<file path="src/rtl/eqc_pkg.sv">
package eqc_pkg;

  typedef enum logic [1:0] {
    SLP_ON   = 2'b00,
    SLP_AUTO = 2'b01,
    SLP_OFF  = 2'b10,
    SLP_RSVD = 2'b11
  } sleepMode_e;

  typedef enum logic [1:0] {
    ACQ_IDLE = 2'b00,
    ACQ_HUNT = 2'b01,
    ACQ_LOCK = 2'b10
  } acqState_e;

  // Rate detector codes
  localparam logic [1:0] RATE_SD   = 2'b00;
  localparam logic [1:0] RATE_HD   = 2'b01;
  localparam logic [1:0] RATE_3G   = 2'b10;
  localparam logic [1:0] RATE_NONE = 2'b11;

  // Pin-mode bypass level codes
  localparam logic [1:0] PIN_BYP_NONE = 2'b00;
  localparam logic [1:0] PIN_BYP_JC   = 2'b01;

  // Register 0 bit positions
  localparam int BIT_MUTE   = 0;
  localparam int BIT_BYPASS = 1;
  localparam int BIT_SLP_LO = 2;
  localparam int BIT_JCFORC = 4;
  localparam int BIT_ARST   = 6;
  localparam int BIT_MRST   = 7;

  typedef struct packed {
    logic       mute;
    logic       bypass;
    sleepMode_e sleepMode;
    logic       jcForce;
  } cfg_t;

  localparam cfg_t CFG_DEF = '{mute: 1'b0, bypass: 1'b0,
                               sleepMode: SLP_AUTO, jcForce: 1'b0};

  // Strobes from the control module to the datapath
  typedef struct packed {
    logic masterClr;
    logic acqClr;
  } ctrlStrobe_t;

endpackage

</file>
<file path="src/rtl/eqc_ctrl.sv">
module eqc_ctrl
  import eqc_pkg::*;
#(
  parameter int ADDR_W  = 2,
  parameter int DATA_W  = 8,
  parameter int NUM_DRV = 2,
  parameter int SWING_W = 2
) (
  input  logic                        clk,
  input  logic                        rstN,
  input  logic                        cfgWe,
  input  logic [ADDR_W-1:0]           cfgAddr,
  input  logic [DATA_W-1:0]           cfgWdata,
  output cfg_t                        cfgQ,
  output logic [NUM_DRV*SWING_W-1:0]  swingQ,
  output ctrlStrobe_t                 strobeQ
);

  localparam int SW_TOT = NUM_DRV * SWING_W;
  localparam logic [SWING_W-1:0] SW_ONE = SWING_W'(2);
  localparam logic [SW_TOT-1:0]  SW_DEF = {NUM_DRV{SW_ONE}};
  localparam logic [ADDR_W-1:0]  ADDR_GEN = ADDR_W'(0);
  localparam logic [ADDR_W-1:0]  ADDR_DRV = ADDR_W'(1);

  logic wrGen, wrDrv;
  logic unusedWdata;

  assign wrGen = cfgWe && (cfgAddr == ADDR_GEN);
  assign wrDrv = cfgWe && (cfgAddr == ADDR_DRV);
  assign unusedWdata = ^cfgWdata;

  always_ff @(posedge clk) begin
    if (!rstN) begin
      cfgQ    <= CFG_DEF;
      swingQ  <= SW_DEF;
      strobeQ <= '0;
    end else begin
      strobeQ <= '0;
      if (wrGen) begin
        if (cfgWdata[BIT_MRST]) begin
          cfgQ              <= CFG_DEF;
          swingQ            <= SW_DEF;
          strobeQ.masterClr <= 1'b1;
        end else begin
          cfgQ.mute      <= cfgWdata[BIT_MUTE];
          cfgQ.bypass    <= cfgWdata[BIT_BYPASS];
          cfgQ.sleepMode <= sleepMode_e'(cfgWdata[BIT_SLP_LO +: 2]);
          cfgQ.jcForce   <= cfgWdata[BIT_JCFORC];
          strobeQ.acqClr <= cfgWdata[BIT_ARST];
        end
      end else if (wrDrv) begin
        swingQ <= cfgWdata[SW_TOT-1:0];
      end
    end
  end

  // a master pulse only follows a register-0 write with the master bit
  a_r8_master_src: assert property (@(posedge clk) disable iff (!rstN)
    strobeQ.masterClr |-> ($past(cfgWe) && $past(cfgAddr) == ADDR_GEN
                           && $past(cfgWdata[BIT_MRST])));

  // while the master pulse is visible the registers hold defaults
  a_r8_master_defaults: assert property (@(posedge clk) disable iff (!rstN)
    strobeQ.masterClr |-> (cfgQ == CFG_DEF && swingQ == SW_DEF));

  // an acquisition pulse follows a register-0 write with the acq bit
  a_r9_acq_src: assert property (@(posedge clk) disable iff (!rstN)
    strobeQ.acqClr |-> ($past(cfgWe) && $past(cfgAddr) == ADDR_GEN
                        && $past(cfgWdata[BIT_ARST]) && !$past(cfgWdata[BIT_MRST])));

  // the two restart strobes never coincide
  a_r8_strobe_excl: assert property (@(posedge clk) disable iff (!rstN)
    $onehot0(strobeQ));

endmodule

</file>
<file path="src/rtl/eqc_datapath.sv">
module eqc_datapath
  import eqc_pkg::*;
#(
  parameter int NUM_DRV = 2,
  parameter int SWING_W = 2
) (
  input  logic                        clk,
  input  logic                        rstN,
  input  logic                        modeSoft,
  input  logic [1:0]                  hwBypassLvl,
  input  logic                        hwAutoSleep,
  input  logic                        hwMute,
  input  logic                        out1Off,
  input  logic                        sigDet,
  input  logic [1:0]                  rateCode,
  input  logic                        rateValid,
  input  cfg_t                        cfg,
  input  logic [NUM_DRV*SWING_W-1:0]  swing,
  input  ctrlStrobe_t                 strobe,
  output logic                        eqPowerDown,
  output logic                        outMute,
  output logic                        eqBypass,
  output logic                        jcBypass,
  output logic [NUM_DRV-1:0]          drvEn
);

  localparam int DRV1_IDX = 1;

  sleepMode_e sleepSel;
  logic pdReq, muteReq, bypAllReq, jcReq, rateOk, restart;
  logic [NUM_DRV-1:0] drvNext;
  acqState_e stateQ, stateNext;

  // Source selection
  always_comb begin
    if (modeSoft) begin
      sleepSel  = (cfg.sleepMode == SLP_RSVD) ? SLP_AUTO : cfg.sleepMode;
      muteReq   = cfg.mute;
      bypAllReq = cfg.bypass;
      jcReq     = cfg.jcForce;
    end else begin
      sleepSel  = hwAutoSleep ? SLP_AUTO : SLP_ON;
      muteReq   = hwMute;
      bypAllReq = hwBypassLvl[1];
      jcReq     = (hwBypassLvl == PIN_BYP_JC);
    end
  end

  assign pdReq   = (sleepSel == SLP_OFF) || (sleepSel == SLP_AUTO && !sigDet);
  assign rateOk  = rateValid && (rateCode == RATE_HD || rateCode == RATE_3G);
  assign restart = strobe.masterClr || strobe.acqClr;

  // Acquisition state machine
  always_comb begin
    stateNext = stateQ;
    if (restart) begin
      stateNext = pdReq ? ACQ_IDLE : ACQ_HUNT;
    end else begin
      unique case (stateQ)
        ACQ_IDLE: if (!pdReq) stateNext = ACQ_HUNT;
        ACQ_HUNT: begin
          if (pdReq)       stateNext = ACQ_IDLE;
          else if (rateOk) stateNext = ACQ_LOCK;
        end
        ACQ_LOCK: begin
          if (pdReq)        stateNext = ACQ_IDLE;
          else if (!rateOk) stateNext = ACQ_HUNT;
        end
        default: stateNext = ACQ_IDLE;
      endcase
    end
  end

  // Driver enables, one per output
  for (genvar i = 0; i < NUM_DRV; i++) begin : g_drv
    logic swingOn;
    assign swingOn = |swing[i*SWING_W +: SWING_W];
    if (i == DRV1_IDX) begin : g_pin
      assign drvNext[i] = (modeSoft ? swingOn : 1'b1) && !out1Off;
    end else begin : g_reg
      assign drvNext[i] = modeSoft ? swingOn : 1'b1;
    end
  end

  // Single output bank, all loaded on one edge
  always_ff @(posedge clk) begin
    if (!rstN) begin
      stateQ      <= ACQ_IDLE;
      eqPowerDown <= 1'b1;
      outMute     <= 1'b0;
      eqBypass    <= 1'b0;
      jcBypass    <= 1'b1;
      drvEn       <= '0;
    end else begin
      stateQ      <= stateNext;
      eqPowerDown <= pdReq;
      outMute     <= !pdReq && muteReq;
      eqBypass    <= !pdReq && !muteReq && bypAllReq;
      jcBypass    <= pdReq || jcReq || bypAllReq || !(stateQ == ACQ_LOCK && rateOk);
      drvEn       <= drvNext;
    end
  end

  // power-down excludes mute and bypass and stops the cleaner
  a_r3_sleep_wins: assert property (@(posedge clk) disable iff (!rstN)
    eqPowerDown |-> (!outMute && !eqBypass && jcBypass));

  // mute excludes equalizer bypass
  a_r4_mute_wins: assert property (@(posedge clk) disable iff (!rstN)
    outMute |-> !eqBypass);

  // a running cleaner implies an identified rate one cycle back
  a_r6_jc_rate: assert property (@(posedge clk) disable iff (!rstN)
    !jcBypass |-> ($past(rateValid) &&
                   ($past(rateCode) == RATE_HD || $past(rateCode) == RATE_3G)));

  // the rate must also have been valid two cycles back (lock step)
  a_r6_jc_lock: assert property (@(posedge clk) disable iff (!rstN)
    !jcBypass |-> $past(rateValid, 2));

  // forced power-down in register mode
  a_r5_force_off: assert property (@(posedge clk) disable iff (!rstN)
    ($past(modeSoft) && $past(cfg.sleepMode) == SLP_OFF) |-> eqPowerDown);

  // forced cleaner bypass in register mode
  a_r7_jc_force: assert property (@(posedge clk) disable iff (!rstN)
    ($past(modeSoft) && $past(cfg.jcForce)) |-> jcBypass);

  // the driver-1 pin always wins
  a_r10_pin_off: assert property (@(posedge clk) disable iff (!rstN)
    $past(out1Off) |-> !drvEn[DRV1_IDX]);

endmodule

</file>
<file path="src/rtl/eqc_mode_ctrl.sv">
module eqc_mode_ctrl
  import eqc_pkg::*;
#(
  parameter int ADDR_W  = 2,
  parameter int DATA_W  = 8,
  parameter int NUM_DRV = 2,
  parameter int SWING_W = 2
) (
  input  logic               clk,
  input  logic               rstN,
  input  logic               modeSoft,
  input  logic [1:0]         hwBypassLvl,
  input  logic               hwAutoSleep,
  input  logic               hwMute,
  input  logic               out1Off,
  input  logic               sigDet,
  input  logic [1:0]         rateCode,
  input  logic               rateValid,
  input  logic               cfgWe,
  input  logic [ADDR_W-1:0]  cfgAddr,
  input  logic [DATA_W-1:0]  cfgWdata,
  output logic               eqPowerDown,
  output logic               outMute,
  output logic               eqBypass,
  output logic               jcBypass,
  output logic [NUM_DRV-1:0] drvEn
);

  localparam int SW_TOT = NUM_DRV * SWING_W;

  cfg_t              cfgQ;
  logic [SW_TOT-1:0] swingQ;
  ctrlStrobe_t       strobeQ;

  eqc_ctrl #(
    .ADDR_W (ADDR_W),
    .DATA_W (DATA_W),
    .NUM_DRV(NUM_DRV),
    .SWING_W(SWING_W)
  ) u_ctrl (
    .clk     (clk),
    .rstN    (rstN),
    .cfgWe   (cfgWe),
    .cfgAddr (cfgAddr),
    .cfgWdata(cfgWdata),
    .cfgQ    (cfgQ),
    .swingQ  (swingQ),
    .strobeQ (strobeQ)
  );

  eqc_datapath #(
    .NUM_DRV(NUM_DRV),
    .SWING_W(SWING_W)
  ) u_datapath (
    .clk        (clk),
    .rstN       (rstN),
    .modeSoft   (modeSoft),
    .hwBypassLvl(hwBypassLvl),
    .hwAutoSleep(hwAutoSleep),
    .hwMute     (hwMute),
    .out1Off    (out1Off),
    .sigDet     (sigDet),
    .rateCode   (rateCode),
    .rateValid  (rateValid),
    .cfg        (cfgQ),
    .swing      (swingQ),
    .strobe     (strobeQ),
    .eqPowerDown(eqPowerDown),
    .outMute    (outMute),
    .eqBypass   (eqBypass),
    .jcBypass   (jcBypass),
    .drvEn      (drvEn)
  );

endmodule

</file>
<file path="config.mk">
export PLATFORM = sky130hd
export DESIGN_NAME = eqc_mode_ctrl
export DESIGN_NICKNAME = d
export VERILOG_FILES = /design/src/rtl/eqc_pkg.sv /design/src/rtl/eqc_ctrl.sv /design/src/rtl/eqc_datapath.sv /design/src/rtl/eqc_mode_ctrl.sv
export SDC_FILE = /design/constraint.sdc
export NUM_CORES = 1
export LEC_CHECK = 0
export BUFFER_PORTS_ARGS = -buffer_cell sky130_fd_sc_hd__buf_2
export CORE_MARGIN = 5
export CORE_UTILIZATION = 47
export DETAILED_ROUTE_END_ITERATION = 10
export PLACE_DENSITY = 0.76
export SYNTH_ARGS = -nofsm -noshare
export SYNTH_HDL_FRONTEND = slang
export SYNTH_SLANG_ARGS = --single-unit
</file>
<file path="constraint.sdc">
create_clock -name clk -period 1.7 [get_ports clk]
set_clock_uncertainty 0.2 [all_clocks]
set_input_delay 0.34 -clock clk [delete_from_list [all_inputs] [get_ports clk]]
set_output_delay 0.34 -clock clk [all_outputs]
set_load 0.05 [all_outputs]
</file>
Word-level counts from Yosys, hierarchy flattened
Cells that the tools add are included.

word-level totals
  bits in registers = 19
  word-level logic and storage cells = 78

operators by class
  equality and inequality tests = 13
  muxes and demuxes = 21
  bitwise gates (word level) = 2
  reduce and logical (&&, ||, !) cells = 29

operator list
  cell                                                   number
  two-way mux 2 bit                                      8
  two-way mux 4 bit                                      3
  equality test 2 x 1 -> 1 bit, second input constant    5
  logical AND 1 bit                                      9
  equality test 2 bit, second input constant             4
  two-way mux 1 bit                                      8
  logical OR 1 bit                                       6
  case mux 2 bit (3 select lines)                        1
  zero test 1 bit                                        5
  two-way mux 5 bit                                      1
  zero test 2 bit                                        2
  inequality test 4 x 1 -> 1 bit, second input constant  1
  inequality test 4 x 3 -> 1 bit, second input constant  1
  AND reduction 2 bit                                    2
  OR reduction 2 bit                                     2
  inequality test 3 bit, second input constant           1
  AND reduction 3 bit                                    1
  OR reduction 3 bit                                     1
  inequality test 2 bit, second input constant           1
  NOT 1 bit                                              2
  nonzero test 2 bit                                     1

Longest topological paths before layout
Gate-level depths: netlist (run 1).

  depth in word-level cells = 9
  gate-level depth with buffers = 4

Cells and area by module
From an unflattened synthesis (run 1), not the netlist that was laid out.

second synthesis, totals
  cell total of the unflattened synthesis = 83
  area, all modules = 799.5 um2

modules (own cells, without submodules)
  module        instances  cells an instance  area an instance (um2)
  eqc_ctrl      1          48                 442.9
  eqc_datapath  1          35                 356.6

Worst setup path after synthesis (run 1)
OpenSTA, ideal clock, no wires.

  kind = input to register
  start = input modeSoft
  end = register u_datapath.jcBypass
  library setup time = 0.134 ns
  arrival time = 1.181 ns
  slack = 0.185 ns
  stages = 4
  cells stage by stage = buf_6 inv_1 o311ai_4 or4_1

on the way
  longest elaborated chain between the ends = 7

ends and longest elaborated chain
  item                             line                 RTL
  from (decl)                      eqc_mode_ctrl.sv:11  input logic modeSoft,
  two-way mux 2 bit                eqc_datapath.sv:36   if (modeSoft) begin
  equality test 2 x 1 -> 1 bit     eqc_datapath.sv:49   assign pdReq = (sleepSel == SLP_OFF) || (sleepSel == SLP_AUTO && !sigDet);
  logical AND 1 bit                eqc_datapath.sv:49
  logical OR 1 bit                 eqc_datapath.sv:49
  logical OR 1 bit                 eqc_datapath.sv:99   jcBypass <= pdReq || jcReq || bypAllReq || !(stateQ == ACQ_LOCK && rateOk);
  logical OR 1 bit * (2 in a row)  eqc_datapath.sv:99
  to (signal assigned)             eqc_datapath.sv:99
  to (decl)                        eqc_datapath.sv:23   output logic jcBypass,

Every way passes the cells marked *; elsewhere a longest branch is shown, timed or not.
A chain may end at the register's enable or synchronous reset.

Worst setup path after layout (run 1)
  start = register u_ctrl.cfgQ[2] (netlist name)
  end = register u_datapath.jcBypass

on the way
  longest elaborated chain between the ends = 9

ends and longest elaborated chain
  item                             line                RTL
  equality test 2 bit              eqc_datapath.sv:37  sleepSel = (cfg.sleepMode == SLP_RSVD) ? SLP_AUTO : cfg.sleepMode;
  two-way mux 2 bit *              eqc_datapath.sv:37
  two-way mux 2 bit *              eqc_datapath.sv:36
  equality test 2 x 1 -> 1 bit     eqc_datapath.sv:49
  logical AND 1 bit                eqc_datapath.sv:49
  logical OR 1 bit *               eqc_datapath.sv:49
  logical OR 1 bit * (3 in a row)  eqc_datapath.sv:99

Marks and branches as above.

==> impl_metrics.py, run 1 <==
metrics = {
    "power_and_ir_drop": {
        "internal-power_mw": 0.604,
        "clkPwrFrac_pct": 26.7,
        "p_sw_mw": 0.206,
        "combPwrFrac_pct": 15.4,
        "swShare_pct": 25.4,
        "peakVddDrop_mv": 0.475,
        "p_leak_nw": 0.422,
        "power_density_nw_per_um2": 819,
        "seqPwrFrac_pct": 57.8,
    },
    "clock_tree": {
        "htree_levels": 1,
        "clkSinkCount": 19,
        "clkTransAtPathRegs_ns": 0.10,
        "root_buffer": "clkbuf_4",
        "numCtsBuffers": 3,
        "clock_path_buffers": 2,
        "cts-resized-gates": 0,
        "insertion_delay_ns": 0.29,
        "cts_tree": "yes",
        "holdBufCountCts": 0,
        "post_cts_buffers": 0,
    },
    "grt": {
        "grt_max_degree": 14,
        "antenna_found_initial": 0,
        "grt_pass1_vias": 719,
        "overflow": 0,
        "grt_pass1_wl_um": 2770,
        "grt.total_usage_pct": 13.8,
    },
    "logic_synthesis": {
        "synthSimpleGateAreaFrac_pct": 26.4,
        "synth_compound_area_share_pct": 19.7,
        "muxShareOfSynthArea_pct": 1.24,
        "synthTopCellsByArea": "dfxtp_1 47%, a21boi_0 5.6%, nor2_1 5.1%, nand3b_1 4.7%, o311ai_4 3.3%",
        "postSynthCellCount": 84,
        "syn_avg_cell_area_sq_um": 9.59,
        "synthesis.area_sq_um": 806,
        "ys_types": 32,
        "synth-xor-area-share_pct": 2.17,
        "synth_seq_area_share_pct": 47.2,
        "yosys.area_share.adder_pct": 0,
        "syn_nets": 107,
        "synth_seq_cells": 19,
        "synth.top_cell.area_share_pct": 47.2,
        "yosysWarnings": 0,
        "synth_top_family_by_area": "simple AND/OR/NAND/NOR gates",
        "synth_area_leader_cell": "dfxtp_1",
    },
    "setup_path": {
        "cpPeakStageDelay_ns": 0.51,
        "startpoint_type": "flip-flop",
        "crit_path_end_kind": "flip-flop",
        "crit_type": "flip-flop to flip-flop",
        "worstPathRequired_ns": 1.67,
        "crit_family": "simple AND/OR/NAND/NOR gates",
        "slowest_stage": "or4_1",
        "worstPathMaxFanout": 2,
        "critPathArrivalTime_ns": 1.43,
        "cp.buffers_inverters": 0,
        "worstPathCellList": "nor2_1, o311ai_4, or4_1",
    },
    "timing": {
        "fmax_mhz": 686,
        "whs_ns": 0.0857,
        "maxSlewHeadroom_pct": 72.1,
        "setup_tns_ns": 0,
        "hold_viol_final": 0,
        "finalCriticalPeriod_ns": 1.46,
        "worstMarginPinSlew_ns": 0.417,
        "setup_viol": 0,
        "rsz0062_at_grt": "no",
        "period_share_pct": 85.7,
        "timing.final.ws_setup_ns": 0.242,
        "report.final.slew_viol_count": 0,
    },
    "die": {
        "dieArea_sq_um": 2640,
        "initial_core_util_pct": 48.2,
        "rows": 15,
        "die_h_um": 51.4,
        "dieWidth_um": 51.4,
        "io_pins": 29,
        "core_sq_um": 1670,
    },
    "final_layout": {
        "syn2layout_area_growth_pct": 22.7,
        "layout-drive-gt1-share_pct": 32.2,
        "final_nets": 139,
        "diodes": 0,
        "fillCellCount": 159,
    },
    "route": {
        "wl_per_cell_um": 12.9,
        "ant_nets": 0,
        "dr.first_iter.drc_count": 12,
        "wl_um": 1700,
        "route.detailed.drc": 0,
        "vias": 723,
        "dr.pass1.iters": 4,
        "avgViaCountPerCell": 5.48,
    },
    "placement": {
        "place_ws_ns": 0.0851,
        "dpl.hpwl_um": 1370,
        "place.gp.congestion": 0.765,
        "portBuffers": 27,
    },
    "run_status": {
        "status": "complete, no violations",
    },
    "flow_run": {
        "cap_viol_max_count": 0,
    },
    "worst_hold_path": {
        "hold_class": "input port to flip-flop",
    },
}
through the flow:
step / util (%) / power, mW / cell area (sq um) / std cells
floorplan: - / 0.551 / 806 / 84
global placement: 57.6 / 0.599 / 962 / 128
detailed placement: 57.6 / 0.603 / 962 / 128
CTS: 59.2 / 0.816 / 988 / 132
global route: 59.2 / 0.855 / 988 / 132
finish: 59.2 / 0.810 / 988 / 132
final timing paths:
| path | startpoint | endpoint | slack (ns) | depth (start not counted) |
|---|---|---|---|---|
| max | u_ctrl.cfgQ[2]$_SDFFE_PN0P_ | u_datapath.jcBypass$_SDFF_PN1_ | 0.24 | 3 |
| min | out1Off | u_datapath.drvEn[1]$_SDFF_PN0_ | 0.09 | 3 |
| max reg2reg | u_ctrl.cfgQ[2]$_SDFFE_PN0P_ | u_datapath.jcBypass$_SDFF_PN1_ | 0.24 | 3 |
| min reg2reg | u_ctrl.swingQ[2]$_SDFFE_PN0P_ | u_ctrl.swingQ[2]$_SDFFE_PN0P_ | 0.29 | 2 |
cells by family (layout without fill, tap and decap cells):
group / count (synthesis) / in the layout
flip-flops: 19 / 19
multiplexers: 1 / 1
AO/OA/AOI/OAI: 20 / 20
XOR/XNOR: 2 / 2
AND/OR/NAND/NOR: 37 / 37
buffers and inverters: 5 / 36
final cells by class:
type / count / area [sq um] / share of cell area [%]
multi-input combinational: 60 / 399 / 40.4
tap: 17 / 21.3 / 2.15
sequential: 19 / 380 / 38.5
timing repair buffer: 29 / 150 / 15.2
inverter: 3 / 11.3 / 1.14
clock buffer: 4 / 26.3 / 2.66
cells in the mapped netlist:
cell type / count
nand4_1: 1
nand3b_1: 5
nor3b_2: 1
a32oi_1: 1
nor2b_1: 1
nor3_1: 2
and3b_1: 1
o31a_1: 1
or3b_4: 1
mux2i_1: 1
a21boi_0: 6
or4_1: 1
and3_1: 1
buf_6: 1
and4b_1: 1
o2111a_1: 1
a311oi_1: 1
or3b_2: 1
nand3_1: 1
and2_1: 1
dfxtp_1: 19
clkbuf_1: 1
nand2b_1: 1
xor2_1: 2
or2_2: 1
nor2_1: 11
o311ai_4: 1
o21ai_0: 5
nand2_1: 6
o311a_1: 1
a21oi_1: 3
inv_1: 3
flip-flops by register name, summed over array words and instances (netlist names):
name,flops
u_ctrl.cfgQ,5
u_ctrl.strobeQ,2
u_ctrl.swingQ,4
u_datapath.drvEn,2
u_datapath.eqBypass,1
u_datapath.eqPowerDown,1
u_datapath.jcBypass,1
u_datapath.outMute,1
u_datapath.stateQ,2
worst reg2reg max path, delay by kind of cell, from the launching register on:
kind	cells	cell delay (ns)
and+or+nand+nor	2	0.70
DFF	1	0.33
AOI/OAI and AO/OA	1	0.12
power by group through the flow:
stage	clock (mW)	combinational [mW]	sequential [mW]
2_1_floorplan	0	0.0515	0.499
3_3_place_gp	0	0.122	0.477
3_5_place_dp	0	0.125	0.478
4_1_cts	0.223	0.125	0.468
5_1_grt	0.250	0.135	0.469
6_report	0.216	0.125	0.468
cell usage in the layout (no fill, tap or decap), drive strengths merged, types with 2 or more instances in the layout:
cell / count
nand3b: 5
dfxtp: 19
nor3: 2
clkbuf: 4
inv: 3
o21ai: 5
nand2: 6
a21boi: 6
a21oi: 3
xor2: 2
nor2: 11
buf: 29
or3b: 2
metal layers:
| layer | part of all wire (%) | global-route usage [%] | routed length [um] |
|---|---|---|---|
| met5 | 0 | 0 | 0 |
| met4 | 2.6 | 7.42 | 44 |
| met3 | 6.2 | 3.50 | 105 |
| met2 | 47 | 23.5 | 807 |
| met1 | 44 | 15.5 | 748 |
No activity file was read; power rests on OpenSTA's default activity.
==> run 2, diff against run 1 <==
Settings changed: REMOVE_ABC_BUFFERS set to 1.
==> run 2 against run 1 <==
- sequential share of layout area about the same
- sequential power about the same
- highest routed layer unchanged
- largest power group unchanged
- maximum frequency up 1.3%
- final area up 0.13%
- worst setup slack better by 0.019 ns
- utilization up 0.075 points
- non-clock buffer count unchanged
- routed wire length down 4.8%
- critical path type unchanged
==> impl_metrics.py, run 2 (same netlist as run 1, synthesis figures left out) <==
metrics = {
    "run_status": {
        "status": "complete, no violations",
    },
    "final_layout": {
        "final_nets": 139,
        "final_common_cell": "buf_2",
        "layout-drive-gt1-share_pct": 33.0,
        "fin_cells": 132,
        "largest_register_ffs": 5,
        "post-route-util_pct": 59.3,
        "fillCellCount": 155,
        "top_register": "u_ctrl.cfgQ",
        "layout_common_cells": "27 x buf_2, 19 x dfxtp_1, 11 x nor2_1",
        "multi_input_area_sq_um": 399,
        "seqCellArea_sq_um": 380,
        "reg_top3": "u_ctrl.cfgQ (5), u_ctrl.swingQ (4)",
        "syn2layout_area_growth_pct": 22.8,
        "diodes": 0,
    },
    "setup_path": {
        "crit_path_end_kind": "flip-flop",
        "reg2reg_slack_ns": 0.26,
        "slowest_stage": "or4_1",
        "worstPathRequired_ns": 1.68,
        "crit_family": "simple AND/OR/NAND/NOR gates",
        "timing.rr.end": "u_datapath.jcBypass$_SDFF_PN1_",
        "crit_type": "flip-flop to flip-flop",
        "reg2regPathDepth": 3,
        "critPathArrivalTime_ns": 1.42,
        "cpPeakStageDelay_ns": 0.50,
        "startpoint_type": "flip-flop",
        "worstPathCellList": "and2_1, o311ai_4, or4_1",
        "r2r-start": "u_ctrl.cfgQ[1]$_SDFFE_PN1P_",
        "worstPathMaxFanout": 3,
        "cp.buffers_inverters": 0,
    },
    "worst_hold_path": {
        "min_path_cells": 3,
        "hold_class": "input port to flip-flop",
        "min_to": "u_datapath.drvEn[1]$_SDFF_PN0_",
        "worstHoldStart": "out1Off",
    },
    "power_and_ir_drop": {
        "power_density_nw_per_um2": 820,
        "p_leak_nw": 0.425,
        "peakVddDrop_mv": 0.390,
    },
    "timing": {
        "setup_tns_ns": 0,
        "whs_ns": 0.0693,
        "report.final.slew_viol_count": 0,
        "finalCriticalPeriod_ns": 1.44,
        "fmax_mhz": 695,
        "hold_viol_final": 0,
        "maxSlewHeadroom_pct": 73.1,
        "worstMarginPinSlew_ns": 0.402,
        "period_share_pct": 84.6,
        "rsz0062_at_grt": "no",
        "setup_viol": 0,
    },
    "clock_tree": {
        "numCtsBuffers": 3,
        "clock_path_buffers": 2,
        "clkTransAtPathRegs_ns": 0.11,
        "cts-resized-gates": 0,
        "htree_levels": 1,
        "root_buffer": "clkbuf_4",
        "holdBufCountCts": 0,
        "insertion_delay_ns": 0.29,
        "clkSinkCount": 19,
        "post_cts_buffers": 0,
        "cts_tree": "yes",
    },
    "grt": {
        "antenna_found_initial": 0,
        "grt.total_usage_pct": 13.5,
        "grt_pass1_wl_um": 2680,
        "grt_pass1_vias": 669,
        "overflow": 0,
        "grt_max_degree": 14,
    },
    "die": {
        "io_pins": 29,
        "die_h_um": 51.4,
        "initial_core_util_pct": 48.2,
        "core_sq_um": 1670,
        "dieWidth_um": 51.4,
        "rows": 15,
        "dieArea_sq_um": 2640,
    },
    "route": {
        "wl_um": 1620,
        "route.detailed.drc": 0,
        "vias": 694,
        "avgViaCountPerCell": 5.26,
        "wl_per_cell_um": 12.3,
        "ant_nets": 0,
        "dr.pass1.iters": 4,
        "dr.first_iter.drc_count": 9,
    },
    "placement": {
        "portBuffers": 27,
        "place.gp.congestion": 0.701,
        "place_inst": 128,
        "dpl.hpwl_um": 1310,
    },
    "flow_run": {
        "cap_viol_max_count": 0,
    },
}
## run 2: layer usage
metal  vias to the layer above  track usage (%)  part of all wire, %
li1                        365                -                    -
met1                       306             15.0                   42
met2                        21             23.5                   48
met3                         2             3.50                  9.0
met4                         0             6.55                 0.74
met5                         -                0                    0
## run 2: worst max-delay path by stage
stage / cells after the start / from / end / slack (ns)
after floorplan: 3 / hwAutoSleep / u_datapath.jcBypass$_SDFF_PN1_ / 0.20
after global placement: 4 / hwAutoSleep / u_datapath.jcBypass$_SDFF_PN1_ / 0.12
after detailed placement: 4 / hwAutoSleep / u_datapath.jcBypass$_SDFF_PN1_ / 0.09
after CTS: 3 / u_ctrl.cfgQ[2]$_SDFFE_PN0P_ / u_datapath.jcBypass$_SDFF_PN1_ / 0.24
after global routing: 3 / u_ctrl.cfgQ[1]$_SDFFE_PN1P_ / u_datapath.jcBypass$_SDFF_PN1_ / 0.21
final: 3 / u_ctrl.cfgQ[1]$_SDFFE_PN1P_ / u_datapath.jcBypass$_SDFF_PN1_ / 0.26
## run 2: power by group
group          switching [mW]  internal (mW)  total, mW  leakage [nW]
sequential            0.00743          0.460      0.467         0.155
clock                   0.134         0.0875      0.221        0.0177
combinational          0.0703         0.0527      0.123         0.252
total                   0.211          0.600      0.812         0.425
## run 2: cell type report
| cell class | count | area share [%] |
|---|---|---|
| clock buffer | 3 | 2.28 |
| clock inverter | 1 | 0.506 |
| multi-input combinational | 60 | 40.3 |
| tap | 17 | 2.15 |
| sequential | 19 | 38.4 |
| timing repair buffer | 29 | 15.2 |
| inverter | 3 | 1.14 |
## run 2: per-stage QoR
stage / area (sq um) / total power [mW] / setup slack (ns)
after floorplan: 791 / 0.544 / 0.204
after global placement: 962 / 0.598 / 0.119
after detailed placement: 962 / 0.602 / 0.0881
after CTS: 990 / 0.820 / 0.243
after global routing: 990 / 0.850 / 0.210
final: 990 / 0.812 / 0.261
## run 2: worst reg2reg max path, stage by stage (launching register included)
cell and delay, ns:
dfxtp_1 0.36, and2_1 0.17, o311ai_4 0.09, or4_1 0.50
==> run 3, diff against run 2 <==
Clock period 1.7 ns to 1.38 ns, I/O delays scaled along.
==> run 3 against run 2 <==
- utilization increased by 4.0 points
- via count up 7.3%
- cell count up 5.3%
- worst hold slack got worse by 0.064 ns
- worst setup slack worse by 0.26 ns
- register-to-register slack worse by 0.26 ns
- sequential power up 23%
- first-iteration DRC count is 22% lower
- non-clock buffer count grew 7
- global-route usage increased by 1.2 points
- total power grew 26%
- critical path type unchanged
- critical endpoint unchanged
- largest power group unchanged
- highest routed layer unchanged
==> impl_metrics.py, run 3 (same netlist as run 1, synthesis figures left out) <==
metrics = {
    "setup_path": {
        "reg2regPathDepth": 3,
        "worstPathCellList": "and2_4, o311ai_4, or4_1",
        "cp_num_cells": 3,
        "r2r-start": "u_ctrl.cfgQ[1]$_SDFFE_PN1P_",
        "critPathArrivalTime_ns": 1.36,
        "reg2reg_slack_ns": 0.0001,
        "startpoint_type": "flip-flop",
        "worstPathRequired_ns": 1.36,
        "crit_path_end_kind": "flip-flop",
        "cp.buffers_inverters": 0,
        "cpPeakStageDelay_ns": 0.46,
        "crit_start": "u_ctrl.cfgQ[1]$_SDFFE_PN1P_",
        "cp-endpoint": "u_datapath.jcBypass$_SDFF_PN1_",
        "crit_type": "flip-flop to flip-flop",
        "worstPathMaxFanout": 3,
        "timing.rr.end": "u_datapath.jcBypass$_SDFF_PN1_",
        "crit_family": "simple AND/OR/NAND/NOR gates",
        "slowest_stage": "or4_1",
    },
    "grt": {
        "grt.total_usage_pct": 14.7,
        "grt_pass1_wl_um": 2850,
        "grt_pass1_vias": 725,
        "overflow": 0,
        "antenna_found_initial": 0,
        "grt_max_degree": 14,
    },
    "power_and_ir_drop": {
        "p_leak_nw": 0.458,
        "peakVddDrop_mv": 0.570,
        "finalPower_mw": 1.02,
        "power_density_nw_per_um2": 968,
    },
    "die": {
        "dieArea_sq_um": 2640,
        "initial_core_util_pct": 48.2,
        "rows": 15,
        "dieWidth_um": 51.4,
        "die_h_um": 51.4,
        "core_sq_um": 1670,
        "io_pins": 29,
    },
    "timing": {
        "hold_viol_final": 0,
        "setup_tns_ns": 0,
        "report.final.slew_viol_count": 0,
        "fmax_mhz": 725,
        "period_share_pct": 100,
        "rsz0062_at_grt": "yes",
        "setup_viol": 0,
        "worstMarginPinSlew_ns": 0.248,
        "finalCriticalPeriod_ns": 1.38,
        "maxSlewHeadroom_pct": 83.4,
    },
    "clock_tree": {
        "clkSinkCount": 19,
        "numCtsBuffers": 3,
        "root_buffer": "clkbuf_4",
        "clock_path_buffers": 2,
        "cts_tree": "yes",
        "holdBufCountCts": 0,
        "htree_levels": 1,
        "clkTransAtPathRegs_ns": 0.10,
        "insertion_delay_ns": 0.29,
    },
    "placement": {
        "dpl.hpwl_um": 1430,
        "place.gp.congestion": 0.736,
        "place_inst": 135,
        "portBuffers": 27,
        "dpl_cell_area_sq_um": 1010,
    },
    "final_layout": {
        "layout-drive-gt1-share_pct": 38.5,
        "post-route-util_pct": 63.3,
        "fin_cells": 139,
        "reg_top3": "u_ctrl.cfgQ (5), u_ctrl.swingQ (4)",
        "final_nets": 146,
        "fin_area_sq_um": 1060,
        "layout_common_cells": "26 x buf_2, 18 x dfxtp_1, 10 x nor2_1, 10 x buf_4",
        "final_common_cell": "buf_2",
        "top_register": "u_ctrl.cfgQ",
        "largest_register_ffs": 5,
        "syn2layout_area_growth_pct": 31.2,
        "diodes": 0,
    },
    "worst_hold_path": {
        "hold_class": "input port to flip-flop",
    },
    "route": {
        "vias": 745,
        "route.detailed.drc": 0,
        "wl_per_cell_um": 12.7,
        "dr.pass1.iters": 2,
        "avgViaCountPerCell": 5.36,
        "ant_nets": 0,
        "dr.first_iter.drc_count": 7,
        "wl_um": 1760,
    },
    "run_status": {
        "status": "complete, no violations",
    },
    "flow_run": {
        "cap_viol_max_count": 0,
    },
}
## run 3: changes by cell type in the layout (fill, tap and decap cells not counted), sizes merged
cell / change
buf: +7
clkbuf: +1
clkinv: -1
## run 3: worst min-delay path by stage
stage,startpoint,end,slack [ns],cells after the start
after floorplan,rstN,u_ctrl.cfgQ[1]$_SDFFE_PN1P_,0.15,1
after global placement,u_ctrl.cfgQ[0]$_SDFFE_PN0P_,u_ctrl.cfgQ[0]$_SDFFE_PN0P_,0.26,2
after detailed placement,u_ctrl.cfgQ[0]$_SDFFE_PN0P_,u_ctrl.cfgQ[0]$_SDFFE_PN0P_,0.26,2
after CTS,out1Off,u_datapath.drvEn[1]$_SDFF_PN0_,0.0006,3
after global routing,out1Off,u_datapath.drvEn[1]$_SDFF_PN0_,0.03,3
final,out1Off,u_datapath.drvEn[1]$_SDFF_PN0_,0.005,3
## run 3: routing by layer
| metal | GRT usage, % | vias to the layer above | wire length [um] |
|---|---|---|---|
| li1 | - | 378 | - |
| met1 | 15.0 | 342 | 691 |
| met2 | 27.1 | 22 | 900 |
| met3 | 3.50 | 3 | 138 |
| met4 | 7.86 | 0 | 29 |
| met5 | 0 | - | 0 |
## run 3: final cells by class
class | count | area, sq um
clock buffers | 4 | 26.3
fillers | 154 | 613
inverters | 3 | 11.3
multi-input cells | 60 | 409
flip-flops and latches | 19 | 384
well taps | 17 | 21.3
repair buffers | 36 | 205
## run 3: power by group
group	switching [mW]	leakage, nW	internal (mW)
Clock	0.166	0.0150	0.113
Sequential	0.0104	0.155	0.565
Combinational	0.0910	0.287	0.0788
## run 3: what timing repair did
action	CTS	global route
pin swaps	3	1
endpoints found under the setup margin	2	1
gates resized for setup	5	1
setup buffers	0	0
## run 3: per-stage QoR
stage	worst slack, ns	hold slack [ns]
finish	0.000124	0.00491
CTS	-0.0161	0.000569
floorplan	-0.0523	0.152
global route	-0.0270	0.0302
global placement	-0.136	0.257
detailed placement	-0.160	0.262
## run 3: worst min-delay path: stages
cell,delay (ns)
buf_2,0.07
inv_1,0.03
o311a_1,0.09
